`src/rtl/pit_pkg.sv`:
```
package pit_pkg;
    typedef enum logic [1:0] {
        REG_LOAD = 2'd0,
        REG_CURR = 2'd1,
        REG_CTRL = 2'd2,
        REG_FLAG = 2'd3
    } reg_sel_e;

    typedef struct packed {
        logic chain;
        logic irq_en;
        logic run;
    } ctrl_t;

    localparam int unsigned CTRL_W   = 3;
    localparam int unsigned GDIS_BIT = 1;
    localparam int unsigned CH_PAGE  = 1;
endpackage

```
`src/rtl/pit_bus_decode.sv`:
```
module pit_bus_decode
    import pit_pkg::*;
#(
    parameter int unsigned ADDR_W = 12,
    parameter int unsigned NCH    = 4
) (
    input  logic [ADDR_W-1:0] addr,
    output logic              glb_hit,
    output logic [NCH-1:0]    ch_hit,
    output reg_sel_e          sel
);
    localparam int unsigned IDX_W = 4;

    logic             in_page;
    logic             aligned;
    logic [IDX_W-1:0] idx;

    always_comb begin
        glb_hit = (addr == '0);
        in_page = (addr[ADDR_W-1:8] == (ADDR_W-8)'(CH_PAGE));
        aligned = (addr[1:0] == 2'b00);
        idx     = addr[7:4];
        sel     = reg_sel_e'(addr[3:2]);
    end

    for (genvar i = 0; i < NCH; i++) begin : g_hit
        assign ch_hit[i] = in_page && aligned && (idx == IDX_W'(i));
    end
endmodule

```
`src/rtl/pit_channel.sv`:
```
module pit_channel
    import pit_pkg::*;
#(
    parameter int unsigned CNT_W    = 32,
    parameter bit          HAS_PREV = 1'b1
) (
    input  logic             clk,
    input  logic             rst_n,
    input  logic             gbl_en,
    input  logic             prev_exp,
    input  logic             wr_load,
    input  logic             wr_ctrl,
    input  logic             wr_flag,
    input  logic [CNT_W-1:0] wdata,
    output logic [CNT_W-1:0] load_o,
    output logic [CNT_W-1:0] cnt_o,
    output ctrl_t            ctrl_o,
    output logic             flag_o,
    output logic             started_o,
    output logic             exp_o,
    output logic             irq_o
);
    typedef struct packed {
        logic [CNT_W-1:0] load;
        logic [CNT_W-1:0] cnt;
        ctrl_t            ctrl;
        logic             flag;
        logic             started;
    } ch_state_t;

    ch_state_t st_d, st_q;
    logic      step;
    logic      expire;

    always_comb begin
        st_d   = st_q;
        expire = 1'b0;
        step   = (st_q.ctrl.chain && HAS_PREV) ? prev_exp : 1'b1;

        if (gbl_en && st_q.ctrl.run) begin
            if (!st_q.started) begin
                st_d.cnt     = st_q.load;
                st_d.started = 1'b1;
            end else if (step) begin
                if (st_q.cnt == '0) begin
                    st_d.cnt = st_q.load;
                    expire   = 1'b1;
                end else begin
                    st_d.cnt = st_q.cnt - 1'b1;
                end
            end
        end
        if (!st_q.ctrl.run) begin
            st_d.started = 1'b0;
        end

        if (wr_load) begin
            st_d.load = wdata;
        end
        if (wr_ctrl) begin
            st_d.ctrl = ctrl_t'(wdata[CTRL_W-1:0]);
        end
        if (wr_flag && wdata[0]) begin
            st_d.flag = 1'b0;
        end
        if (expire) begin
            st_d.flag = 1'b1;
        end
    end

    always_ff @(posedge clk or negedge rst_n) begin
        if (!rst_n) begin
            st_q <= '0;
        end else begin
            st_q <= st_d;
        end
    end

    assign load_o    = st_q.load;
    assign cnt_o     = st_q.cnt;
    assign ctrl_o    = st_q.ctrl;
    assign flag_o    = st_q.flag;
    assign started_o = st_q.started;
    assign exp_o     = expire;
    assign irq_o     = st_q.flag && st_q.ctrl.irq_en;
endmodule

```
`src/rtl/pit_timer.sv`:
```
module pit_timer
    import pit_pkg::*;
#(
    parameter int unsigned NCH    = 4,
    parameter int unsigned CNT_W  = 32,
    parameter int unsigned ADDR_W = 12,
    parameter int unsigned DATA_W = 32
) (
    input  logic              clk,
    input  logic              rst_n,
    input  logic [ADDR_W-1:0] bus_addr,
    input  logic              bus_we,
    input  logic [DATA_W-1:0] bus_wdata,
    output logic [DATA_W-1:0] bus_rdata,
    output logic [NCH-1:0]    irq_o
);
    logic                      gdis_d, gdis_q;
    logic                      glb_hit;
    logic [NCH-1:0]            ch_hit;
    reg_sel_e                  sel;
    logic [NCH-1:0][CNT_W-1:0] load_w;
    logic [NCH-1:0][CNT_W-1:0] cnt_w;
    ctrl_t [NCH-1:0]           ctrl_w;
    logic [NCH-1:0]            flag_w;
    logic [NCH-1:0]            started_w;
    logic [NCH-1:0]            exp_w;
    logic [NCH-1:0]            run_w;
    logic [NCH-1:0]            chain_w;

    pit_bus_decode #(.ADDR_W(ADDR_W), .NCH(NCH)) u_dec (
        .addr    (bus_addr),
        .glb_hit (glb_hit),
        .ch_hit  (ch_hit),
        .sel     (sel)
    );

    always_comb begin
        gdis_d = gdis_q;
        if (bus_we && glb_hit) begin
            gdis_d = bus_wdata[GDIS_BIT];
        end
    end

    always_ff @(posedge clk or negedge rst_n) begin
        if (!rst_n) begin
            gdis_q <= 1'b1;
        end else begin
            gdis_q <= gdis_d;
        end
    end

    for (genvar i = 0; i < NCH; i++) begin : g_ch
        logic prev;
        if (i == 0) begin : g_first
            assign prev = 1'b0;
        end else begin : g_rest
            assign prev = exp_w[i-1];
        end

        pit_channel #(.CNT_W(CNT_W), .HAS_PREV(i != 0)) u_ch (
            .clk       (clk),
            .rst_n     (rst_n),
            .gbl_en    (!gdis_q),
            .prev_exp  (prev),
            .wr_load   (bus_we && ch_hit[i] && (sel == REG_LOAD)),
            .wr_ctrl   (bus_we && ch_hit[i] && (sel == REG_CTRL)),
            .wr_flag   (bus_we && ch_hit[i] && (sel == REG_FLAG)),
            .wdata     (bus_wdata[CNT_W-1:0]),
            .load_o    (load_w[i]),
            .cnt_o     (cnt_w[i]),
            .ctrl_o    (ctrl_w[i]),
            .flag_o    (flag_w[i]),
            .started_o (started_w[i]),
            .exp_o     (exp_w[i]),
            .irq_o     (irq_o[i])
        );

        assign run_w[i]   = ctrl_w[i].run;
        assign chain_w[i] = ctrl_w[i].chain;
    end

    always_comb begin
        bus_rdata = '0;
        if (glb_hit) begin
            bus_rdata[GDIS_BIT] = gdis_q;
        end
        for (int i = 0; i < NCH; i++) begin
            if (ch_hit[i]) begin
                case (sel)
                    REG_LOAD: bus_rdata = DATA_W'(load_w[i]);
                    REG_CURR: bus_rdata = DATA_W'(cnt_w[i]);
                    REG_CTRL: bus_rdata = DATA_W'(ctrl_w[i]);
                    REG_FLAG: bus_rdata = DATA_W'(flag_w[i]);
                    default:  bus_rdata = '0;
                endcase
            end
        end
    end
endmodule

```
`config.mk`:
```
export PLATFORM = sky130hd
export DESIGN_NAME = pit_timer
export DESIGN_NICKNAME = d
export VERILOG_FILES = /design/src/rtl/pit_pkg.sv /design/src/rtl/pit_bus_decode.sv /design/src/rtl/pit_channel.sv /design/src/rtl/pit_timer.sv
export SDC_FILE = /design/constraint.sdc
export NUM_CORES = 1
export LEC_CHECK = 0
export ABC_AREA = 1
export BUFFER_PORTS_ARGS = -buffer_cell sky130_fd_sc_hd__buf_2
export CAP_MARGIN = 20
export CELL_PAD_IN_SITES_DETAIL_PLACEMENT = 1
export CELL_PAD_IN_SITES_GLOBAL_PLACEMENT = 1
export CORE_MARGIN = 10
export CORE_UTILIZATION = 49
export DETAILED_ROUTE_END_ITERATION = 12
export PLACE_DENSITY = 0.93
export SETUP_SLACK_MARGIN = 0.15
export SLEW_MARGIN = 15
export SYNTH_ARGS = -nofsm -noshare
export SYNTH_HDL_FRONTEND = slang
export SYNTH_SLANG_ARGS = --single-unit
```
`constraint.sdc`:
```
create_clock -name clk -period 3.75 [get_ports clk]
set_input_delay 0.5625 -clock clk [delete_from_list [all_inputs] [get_ports clk]]
set_output_delay 0.5625 -clock clk [all_outputs]
set_load 0.02 [all_outputs]
```
==> impl_metrics.csv, run 1 <==
group,metric,value,unit
outcome,status,"finished with violations",
outcome,violations,"negative hold slack",
global_route,grt_pass1_vias,19119,
pwr,power,0.007696,W
global_route,antenna_found_initial,4,
critical_path,critPathMaxStageDelay,360,ps
routing,vias_per_cell,6.224,
finish,fin_nets,2576,
sta,finalSetupTns,0,ps
cts,ctsResizeCount,0,
finish,drive_gt1_share,10.29,%
pwr,ir_drop,0.5032,mV
place,placed_cells,2939,
sta,rsz0062_at_grt,"no",
routing,wl,75950,um
routing,first_pass_iters,6,
pwr,powerDensity,398.1,nW/um^2
sta,setup_viol,0,
sta,worstMarginPinSlew,1028,ps
cts,root_buffer,"clkbuf_16",
global_route,grt_use_total,34.44,%
routing,wl_per_cell,25.31,um
synthesis,synthCells,2470,
global_route,grt_max_degree,104,
place,io_buffers,82,
floorplanning,die_area,43140,sq um
finish,instances_no_fill,3001,
place,gp_congestion,0.9736,
synthesis,yosysWarnings,0,
routing,antenna_left,0,
sta,slew_headroom,31.38,%
synthesis,synth.distinct_cells,48,
synthesis,synth_fa_ha_area_share,0.5798,%
global_route,grt_overflow,0,
cts,cts_buffers,34,
routing,route.detailed.drc,0,
synthesis,synth-xor-area-share,3.856,%
job,max_cap_violations,0,
critical_path,arrival,2890,ps
synthesis,syn-cell-area,17260,sq um
cts,clk_latency,570,ps
cts,clk_pin_slew,60,ps
critical_path,crit_path_max_fanout,21,
finish,final_area,19330,sq um
synthesis,muxShareOfSynthArea,0,%
floorplanning,die_w,207.7,um
synthesis,netlist.top_cell.by_area,"dfrtp_1",
critical_path,endpoint_kind,"primary output",
floorplanning,start_util,49.86,%
cts,ctsHoldBuffers,0,
routing,vias,18678,
critical_path,critPathRequiredTime,3190,ps
sta,post-route-period-util,92.18,%
critical_path,crit_chain,"buf_2, nor2_1, nand2_1, nor3_2, nand2_1, inv_1, buf_12, nand2_1, nand3_1, o21ai_0, a21oi_1, buf_2",
synthesis,avgSynthCellArea,6.989,sq um
pwr,power.leakage,9.688,nW
place,dpl_cell_area,18220,sq um
floorplanning,io_pins,83,
critical_path,cp_slowest_cell,"inv_1",
sta,hold_violations,4,
finish,area_growth,11.99,%
floorplanning,die_y,207.7,um
synthesis,ys_ff_latch,277,
synthesis,synth_top_area_share,40.01,%
sta,period_minus_slack,3457,ps
synthesis,synth_simple_gate_area_share,28.13,%
cts,cts_tree,"done",
cts,postCtsSetupBuffers,0,
critical_path,setup.worst_path.class,"in -> out",
place,hpwl,55230,um
synthesis,synth_compound_area_share,18.67,%
cts,cts.path.max_buffers,3,
sta,slew_viol_final,0,
floorplanning,fp-row-count,68,
synthesis,synth_top_family_by_area,"simple AND/OR/NAND/NOR gates",
cts,cts_sinks,277,
routing,first_iter_violations,1932,
critical_path,critPathMostFrequentCell,"nand2_1",
synthesis,synth_area_leaders,"dfrtp_1, nand2_1, o21ai_0, nor2_1, inv_1",
sta,skew,26.74,ps
cts,htreeDepth,2,
critical_path,startpoint_type,"primary input",
sta,max_freq,0.2893,GHz
floorplanning,core,34630,sq um
synthesis,synth_nets,2525,
sta,whs,-35.06,ps
synthesis,yosysSeqAreaShare,40.16,%
global_route,grt_pass1_wl,117100,um
min_path,min_path_type,"in -> async",
## layer usage
metal,up-vias,global-route usage [%],share of wire (%)
met4,0,20.85,6.8
met1,9277,45.18,41
met2,990,51.84,43
met3,206,6.393,9.3
li1,8205,-,-
met5,-,0,0
## power breakdown
part	switching, W	internal, W	leakage (nW)
clock	0.00143	0.00195	0.547
combinational	0.000901	0.000338	5.30
sequential	0.0000478	0.00303	3.84
## path summary, 6_finish.rpt
path,to,cells past startpoint,slack [ps],startpoint
worst min register to register,g_ch[1].u_ch.load_o[31],2,490,g_ch[1].u_ch.load_o[31]
max in group asynchronous,g_ch[3].u_ch.load_o[8],2,2830,rst_n
min in group clk,g_ch[1].u_ch.load_o[22],3,340,bus_wdata[22]
worst min-delay path,g_ch[0].u_ch.cnt_o[19],1,-40,rst_n
worst max-delay path,bus_rdata[16],12,290,bus_addr[11]
worst max register to register,g_ch[3].u_ch.cnt_o[20],15,750,g_ch[0].u_ch.cnt_o[0]
## state kept, by name (all words and copies together) (netlist names)
name,cells
g_ch.u_ch.flag_o,4
g_ch.u_ch.cnt_o,128
g_ch.u_ch.load_o,128
gdis_q,1
g_ch.u_ch.ctrl_o,12
g_ch.u_ch.started_o,4
## synthesized netlist by cell type, drive strengths merged
cell type	n
xor2	64
o221ai	5
o2bb2ai	1
o21a	2
nor3b	1
o21ai	360
nor3	18
xnor2	12
a32oi	1
o22ai	48
clkbuf	83
nand4	34
clkinv	2
nand3	130
nor4	5
buf	44
nand2	659
dfstp	1
a21boi	1
nand3b	5
a221oi	31
and2	1
o211ai	12
o2111ai	4
a22oi	3
ha	8
nor2	321
inv	233
a21oi	95
dfrtp	276
or2	1
o31ai	6
a31oi	3
## cells in the final DEF, fill, tap and decap left out, types with 6 or more instances in the layout
| master | synthesis | layout |
|---|---|---|
| nand2_1 | 649 | 644 |
| o21ai_0 | 339 | 339 |
| nor2_1 | 305 | 302 |
| dfrtp_1 | 276 | 276 |
| inv_1 | 230 | 230 |
| nand3_1 | 128 | 128 |
| buf_2 | 23 | 81 |
| a21oi_1 | 75 | 75 |
| xor2_1 | 64 | 64 |
| buf_4 | 8 | 51 |
| o22ai_1 | 48 | 48 |
| clkbuf_16 | 0 | 35 |
| nand4_1 | 34 | 34 |
| a221oi_1 | 31 | 31 |
| o21ai_1 | 20 | 20 |
| a21oi_2 | 20 | 20 |
| nor3_1 | 16 | 16 |
| nor2_2 | 13 | 15 |
| nand2_2 | 9 | 14 |
| o211ai_1 | 12 | 12 |
| xnor2_1 | 12 | 12 |
| clkinv_2 | 1 | 9 |
| ha_1 | 8 | 8 |
| buf_12 | 0 | 8 |
| o31ai_1 | 6 | 6 |
| clkbuf_1 | 83 | 6 |
## worst max-delay path, delay by kind of cell
kind	cells	cell delay, ps
and+or+nand+nor	6	1030
AOI/OAI and AO/OA	2	360
buffers and inverters	4	910
## cells by family (layout without fill, tap and decap cells)
group,Yosys count,in the layout
buf+inv,362,437
simple gates,1175,1175
fa+ha+maj,8,8
xor+xnor,76,76
other cells,0,1
compound gates,572,572
flops,277,277
## per-stage QoR
step / setup slack, ps / util [%]
floorplan: 1201 / -
global placement: 504.2 / 52.61
detailed placement: 413.4 / 52.61
CTS: 404.2 / 55.79
global route: 231.1 / 55.82
finish: 293.3 / 55.83
## cell type report
cell class	instances	area [sq um]
Inverter	235	883.3
Multi-Input combinational cell	1831	8870
Clock buffer	46	967.2
Timing Repair Buffer	142	974.7
Fill cell	4496	15290
Clock inverter	14	133.9
Tap cell	455	569.3
Sequential cell	277	6933
Antenna cell	1	2.502
Note: power is estimated with default switching activity, not from simulation.
==> run 2: changes to the inputs <==
--- a/config.mk
+++ b/config.mk
@@ -14,6 +14,7 @@
 export CORE_UTILIZATION = 49
 export DETAILED_ROUTE_END_ITERATION = 12
 export PLACE_DENSITY = 0.93
+export RECOVER_POWER = 25
 export SETUP_SLACK_MARGIN = 0.15
 export SLEW_MARGIN = 15
 export SYNTH_ARGS = -nofsm -noshare
==> run 2 against run 1 <==
  * The flow finishes with violations (max-capacitance violations, max-slew violations)
  * Sequential power about the same
  * Die area is the same
  * Clock power barely moved
  * Flip-flop and latch count unchanged
==> impl_metrics.csv, run 2 (same netlist as run 1, synthesis figures left out) <==
group,metric,value,unit
critical_path,startpoint_type,"primary input",
outcome,status,"finished with violations",
finish,layout_common_cells,"nand2_1, o21ai_0, nor2_1",
critical_path,crit_buf_inv,4,
critical_path,cp_slowest_cell,"inv_1",
routing,dr_wl_met3,7112,um
sta,setup_ws,267.6,ps
critical_path,setup.worst_path.class,"in -> out",
sta,rsz0062_at_grt,"no",
sta,setup_viol,0,
sta,whs,343.1,ps
cts,postCtsSetupBuffers,0,
cts,clk_pin_slew,60,ps
sta,slew_headroom,-61.05,%
sta,period_minus_slack,3482,ps
place,io_buffers,82,
cts,htreeDepth,2,
critical_path,arrival,2920,ps
pwr,power.leakage,9.680,nW
critical_path,critPathMostFrequentCell,"nand2_1",
floorplanning,fp-row-count,68,
cts,root_buffer,"clkbuf_16",
global_route,grt_pass1_wl,117100,um
routing,first_pass_iters,6,
global_route,grt_overflow,0,
sta,hold_violations,0,
cts,cts.path.max_buffers,3,
critical_path,crit_path_max_fanout,21,
cts,cts_sinks,277,
routing,met2RoutedLength,32740,um
floorplanning,die_w,207.7,um
routing,antenna_left,0,
pwr,power,0.007689,W
critical_path,crit_chain,"buf_2, nor2_1, nand2_1, nor3_2, nand2_1, inv_1, buf_12, nand2_1, nand3_1, o21ai_0, a21oi_1, buf_2",
sta,post-route-period-util,92.86,%
finish,final_common_cell,"nand2_1",
routing,vias_per_cell,6.221,
floorplanning,start_util,49.86,%
sta,finalSetupTns,0,ps
place,dp_slack,413.4,ps
global_route,grt_max_degree,104,
pwr,ir_drop,0.5033,mV
critical_path,critPathRequiredTime,3190,ps
floorplanning,die_y,207.7,um
floorplanning,die_area,43140,sq um
global_route,grt_pass1_vias,19119,
routing,vias,18670,
finish,n_fill_cell,4498,
routing,top_layer_used,"met4",
finish,fin_nets,2576,
place,dpl_cell_area,18220,sq um
sta,slew_viol_final,83,
sta,skew,28.32,ps
finish,area_growth,11.86,%
cts,ctsHoldBuffers,0,
floorplanning,io_pins,83,
routing,wl_per_cell,25.32,um
cts,cts_buffers,34,
pwr,powerDensity,398.1,nW/um^2
cts,cts_tree,"done",
job,max_cap_violations,1,
cts,ctsResizeCount,0,
outcome,violations,"max-capacitance violations, max-slew violations",
finish,drive_gt1_share,10.26,%
min_path,min_path_type,"in -> reg",
critical_path,endpoint_kind,"primary output",
cts,clk_latency,570,ps
routing,route.detailed.drc,0,
critical_path,critPathMaxStageDelay,360,ps
sta,worstMarginPinSlew,2416,ps
place,hpwl,55230,um
critical_path,cpLargestDelayFamily,"simple AND/OR/NAND/NOR gates",
global_route,antenna_found_initial,4,
floorplanning,core,34630,sq um
routing,first_iter_violations,2021,
global_route,grt_use_total,34.44,%
routing,wl,75990,um
place,gp_congestion,0.9736,
finish,final_area,19310,sq um
sta,max_freq,0.2872,GHz
routing,wl_met1,30950,um
## run 2: through the flow
step	util (%)	cells
after detailed placement	52.61	2939
after floorplan	-	2470
after global placement	52.61	2939
after global routing	55.76	3000
after CTS	55.79	2999
final	55.77	3001
## run 2: worst paths after layout
kind / start / endpoint / slack, ps / cells after the start
max: bus_addr[11] / bus_rdata[26] / 270 / 12
min: bus_wdata[22] / g_ch[1].u_ch.load_o[22] / 340 / 3
max reg2reg: gdis_q / g_ch[2].u_ch.cnt_o[29] / 690 / 11
min reg2reg: g_ch[1].u_ch.load_o[31] / g_ch[1].u_ch.load_o[31] / 490 / 2
max in group asynchronous: rst_n / g_ch[1].u_ch.load_o[0] / 720 / 2
min in group asynchronous: rst_n / g_ch[0].u_ch.cnt_o[19] / 680 / 1
## run 2: power breakdown
| group | leakage (nW) | internal, W | switching [W] | total, W |
|---|---|---|---|---|
| clock | 0.547 | 0.00195 | 0.00142 | 0.00338 |
| combinational | 5.30 | 0.000336 | 0.000897 | 0.00123 |
| sequential | 3.84 | 0.00303 | 0.0000480 | 0.00308 |
| total | 9.68 | 0.00532 | 0.00237 | 0.00769 |
## run 2: worst min-delay path: stages
cell and delay [ps]:
buf_2 80, inv_1 70, o21ai_0 160
## run 2: layout make-up
type	instances	area (sq um)	share of cell area, %
diodes	1	2.502	0.01296
inverters	235	883.3	4.574
multi-input cells	1831	8870	45.93
clock buffers	46	967.2	5.008
clock inverters	14	133.9	0.6933
well taps	455	569.3	2.948
flip-flops and latches	277	6933	35.90
repair buffers	142	952.2	4.931
## run 2: per-layer routing
metal  up-vias  track usage [%]
li1       8208                -
met1      9263            45.18
met2       986            51.84
met3       213            6.393
met4         0            20.85
met5         -                0
==> run 3: changes to the inputs <==
--- a/config.mk
+++ b/config.mk
@@ -15,6 +15,7 @@
 export DETAILED_ROUTE_END_ITERATION = 12
 export PLACE_DENSITY = 0.93
 export RECOVER_POWER = 25
+export REMOVE_ABC_BUFFERS = 1
 export SETUP_SLACK_MARGIN = 0.15
 export SLEW_MARGIN = 15
 export SYNTH_ARGS = -nofsm -noshare
==> run 3 against run 2 <==
  * The run still ends with max-capacitance violations, max-slew violations left
  * Clock skew about the same
  * Sequential share of layout area is 0.29 points higher
  * Core utilization shrank 0.44 points
  * Worst setup slack better by 200 ps
  * Wire length decreased by 2.8%
  * Global-route usage is 1.3 points lower
  * Hold slack better by 31 ps
  * Critical path type unchanged
  * Critical endpoint is now bus_rdata[24]
  * Highest routed layer unchanged
==> impl_metrics.csv, run 3 (same netlist as run 1, synthesis figures left out) <==
group,metric,value,unit
global_route,grt_overflow,0,
finish,area_growth,10.97,%
routing,first_iter_violations,1729,
finish,layout.area.seq,6933,sq um
sta,post-route-period-util,87.54,%
sta,period_minus_slack,3283,ps
finish,post-route-util,55.32,%
critical_path,setup.worst_path.class,"in -> out",
sta,skew,28.32,ps
finish,layout_common_cells,"nand2_1, o21ai_0, nor2_1",
cts,clk_latency,540,ps
cts,root_buffer,"clkbuf_16",
sta,rsz0062_at_grt,"no",
routing,first_pass_iters,6,
critical_path,crit_chain,"buf_2, nor2_1, nand2_1, nor3_2, nand2_1, inv_1, buf_4, nand2_1, nand3_1, o21ai_0, a21oi_1, buf_2",
finish,multi_input_area,8870,sq um
pwr,power.internal,0.005222,W
critical_path,startpoint_type,"primary input",
cts,ctsHoldBuffers,0,
pwr,switching_power,0.002353,W
sta,max_freq,0.3046,GHz
sta,setup_viol,0,
sta,slew_viol_final,90,
finish,n_fill_cell,4524,
critical_path,cpLargestDelayFamily,"simple AND/OR/NAND/NOR gates",
pwr,ir_drop,0.3091,mV
cts,clk_pin_slew,50,ps
critical_path,arrival,2720,ps
pwr,power,0.007575,W
routing,vias,18549,
routing,antenna_left,0,
sta,hold_violations,0,
finish,final_common_cell,"nand2_1",
floorplanning,die_area,43140,sq um
place,dpl_cell_area,18110,sq um
global_route,grt_max_degree,104,
place,gp_congestion,0.9962,
finish,diodes,0,
sta,finalSetupTns,0,ps
critical_path,endpoint_kind,"primary output",
global_route,antenna_found_initial,0,
sta,whs,373.9,ps
cts,ctsResizeCount,0,
cts,cts_sinks,277,
cts,htreeDepth,2,
floorplanning,die_w,207.7,um
floorplanning,core,34630,sq um
critical_path,critPathRequiredTime,3190,ps
min_path,min_path_type,"in -> reg",
cts,cts.path.max_buffers,3,
pwr,power.leakage,9.584,nW
critical_path,critPathMostFrequentCell,"nand2_1",
routing,route.detailed.drc,0,
critical_path,ff2ff_setup_slack,670,ps
global_route,grt_pass1_vias,19056,
critical_path,crit_buf_inv,4,
outcome,violations,"max-capacitance violations, max-slew violations",
sta,slew_headroom,-78.10,%
floorplanning,start_util,49.86,%
finish,drive_gt1_share,9.870,%
floorplanning,die_y,207.7,um
critical_path,crit_path_max_fanout,30,
finish,final_area,19160,sq um
critical_path,path_depth,12,
sta,worstMarginPinSlew,2671,ps
routing,vias_per_cell,6.208,
floorplanning,fp-row-count,68,
pwr,power_frac_clock,43.0,%
routing,wl_per_cell,24.73,um
pwr,powerDensity,395.4,nW/um^2
place,io_buffers,82,
global_route,grt_pass1_wl,114000,um
outcome,status,"finished with violations",
global_route,grt_use_total,33.18,%
critical_path,critPathMaxStageDelay,340,ps
pwr,sw_frac_of_total,31.06,%
job,max_cap_violations,1,
pwr,pwr-share-comb,16.4,%
pwr,seq_power_share,40.6,%
routing,wl,73890,um
cts,postCtsSetupBuffers,0,
critical_path,cp_slowest_cell,"buf_4",
cts,cts_buffers,34,
floorplanning,io_pins,83,
min_path,hold_depth,3,
finish,fin_nets,2565,
cts,cts_tree,"done",
critical_path,reg2reg_depth,12,
place,hpwl,53190,um
[run 3: changes by cell type in the layout (fill, tap and decap cells not counted), sizes merged]
| cell | delta |
|---|---|
| buf | -10 |
| clkbuf | -3 |
| clkinvlp | +2 |
| bufinv | -1 |
| diode | -1 |
[run 3: layout make-up]
type                       count  share of cell area (%)
timing repair buffer         131                   4.389
sequential                   277                   36.19
tap                          455                   2.972
multi-input combinational   1831                   46.30
inverter                     235                   4.611
clock buffer                  44                   4.957
clock inverter                15                  0.5813
[run 3: worst min-delay path, stage by stage]
cell	delay (ps)
buf_2	110
nand2_1	100
o21ai_0	90
[run 3: stage by stage]
stage | setup WS (ps) | std cells
after CTS | 507.7 | 2988
after floorplan | -3080 | 2343
after global routing | 304.4 | 2988
after detailed placement | 530.4 | 2929
after global placement | 658.2 | 2929
final | 467.1 | 2988
[run 3: per-layer routing]
layer / up-vias / GRT usage, % / part of all wire (%)
li1: 8171 / - / -
met1: 9229 / 44.00 / 41
met2: 950 / 51.03 / 45
met3: 199 / 5.505 / 8.0
met4: 0 / 17.58 / 5.8
met5: - / 0 / 0
[run 3: path summary, 6_finish.rpt]
check	end	start
worst max-delay path	bus_rdata[24]	bus_addr[11]
worst min-delay path	gdis_q	bus_we
worst max register to register	g_ch[3].u_ch.cnt_o[23]	gdis_q
worst min register to register	g_ch[1].u_ch.load_o[31]	g_ch[1].u_ch.load_o[31]
max in group asynchronous	gdis_q	rst_n
min in group asynchronous	g_ch[1].u_ch.load_o[4]	rst_n
[run 3: power by group through the flow]
stage | logic [W] | registers [W] | clock network [W]
finish | 0.00125 | 0.00307 | 0.00326
global route | 0.00136 | 0.00308 | 0.00340
CTS | 0.00121 | 0.00307 | 0.00327
detailed placement | 0.00120 | 0.00312 | 0
global placement | 0.00117 | 0.00312 | 0
floorplan | 0.000726 | 0.00311 | 0
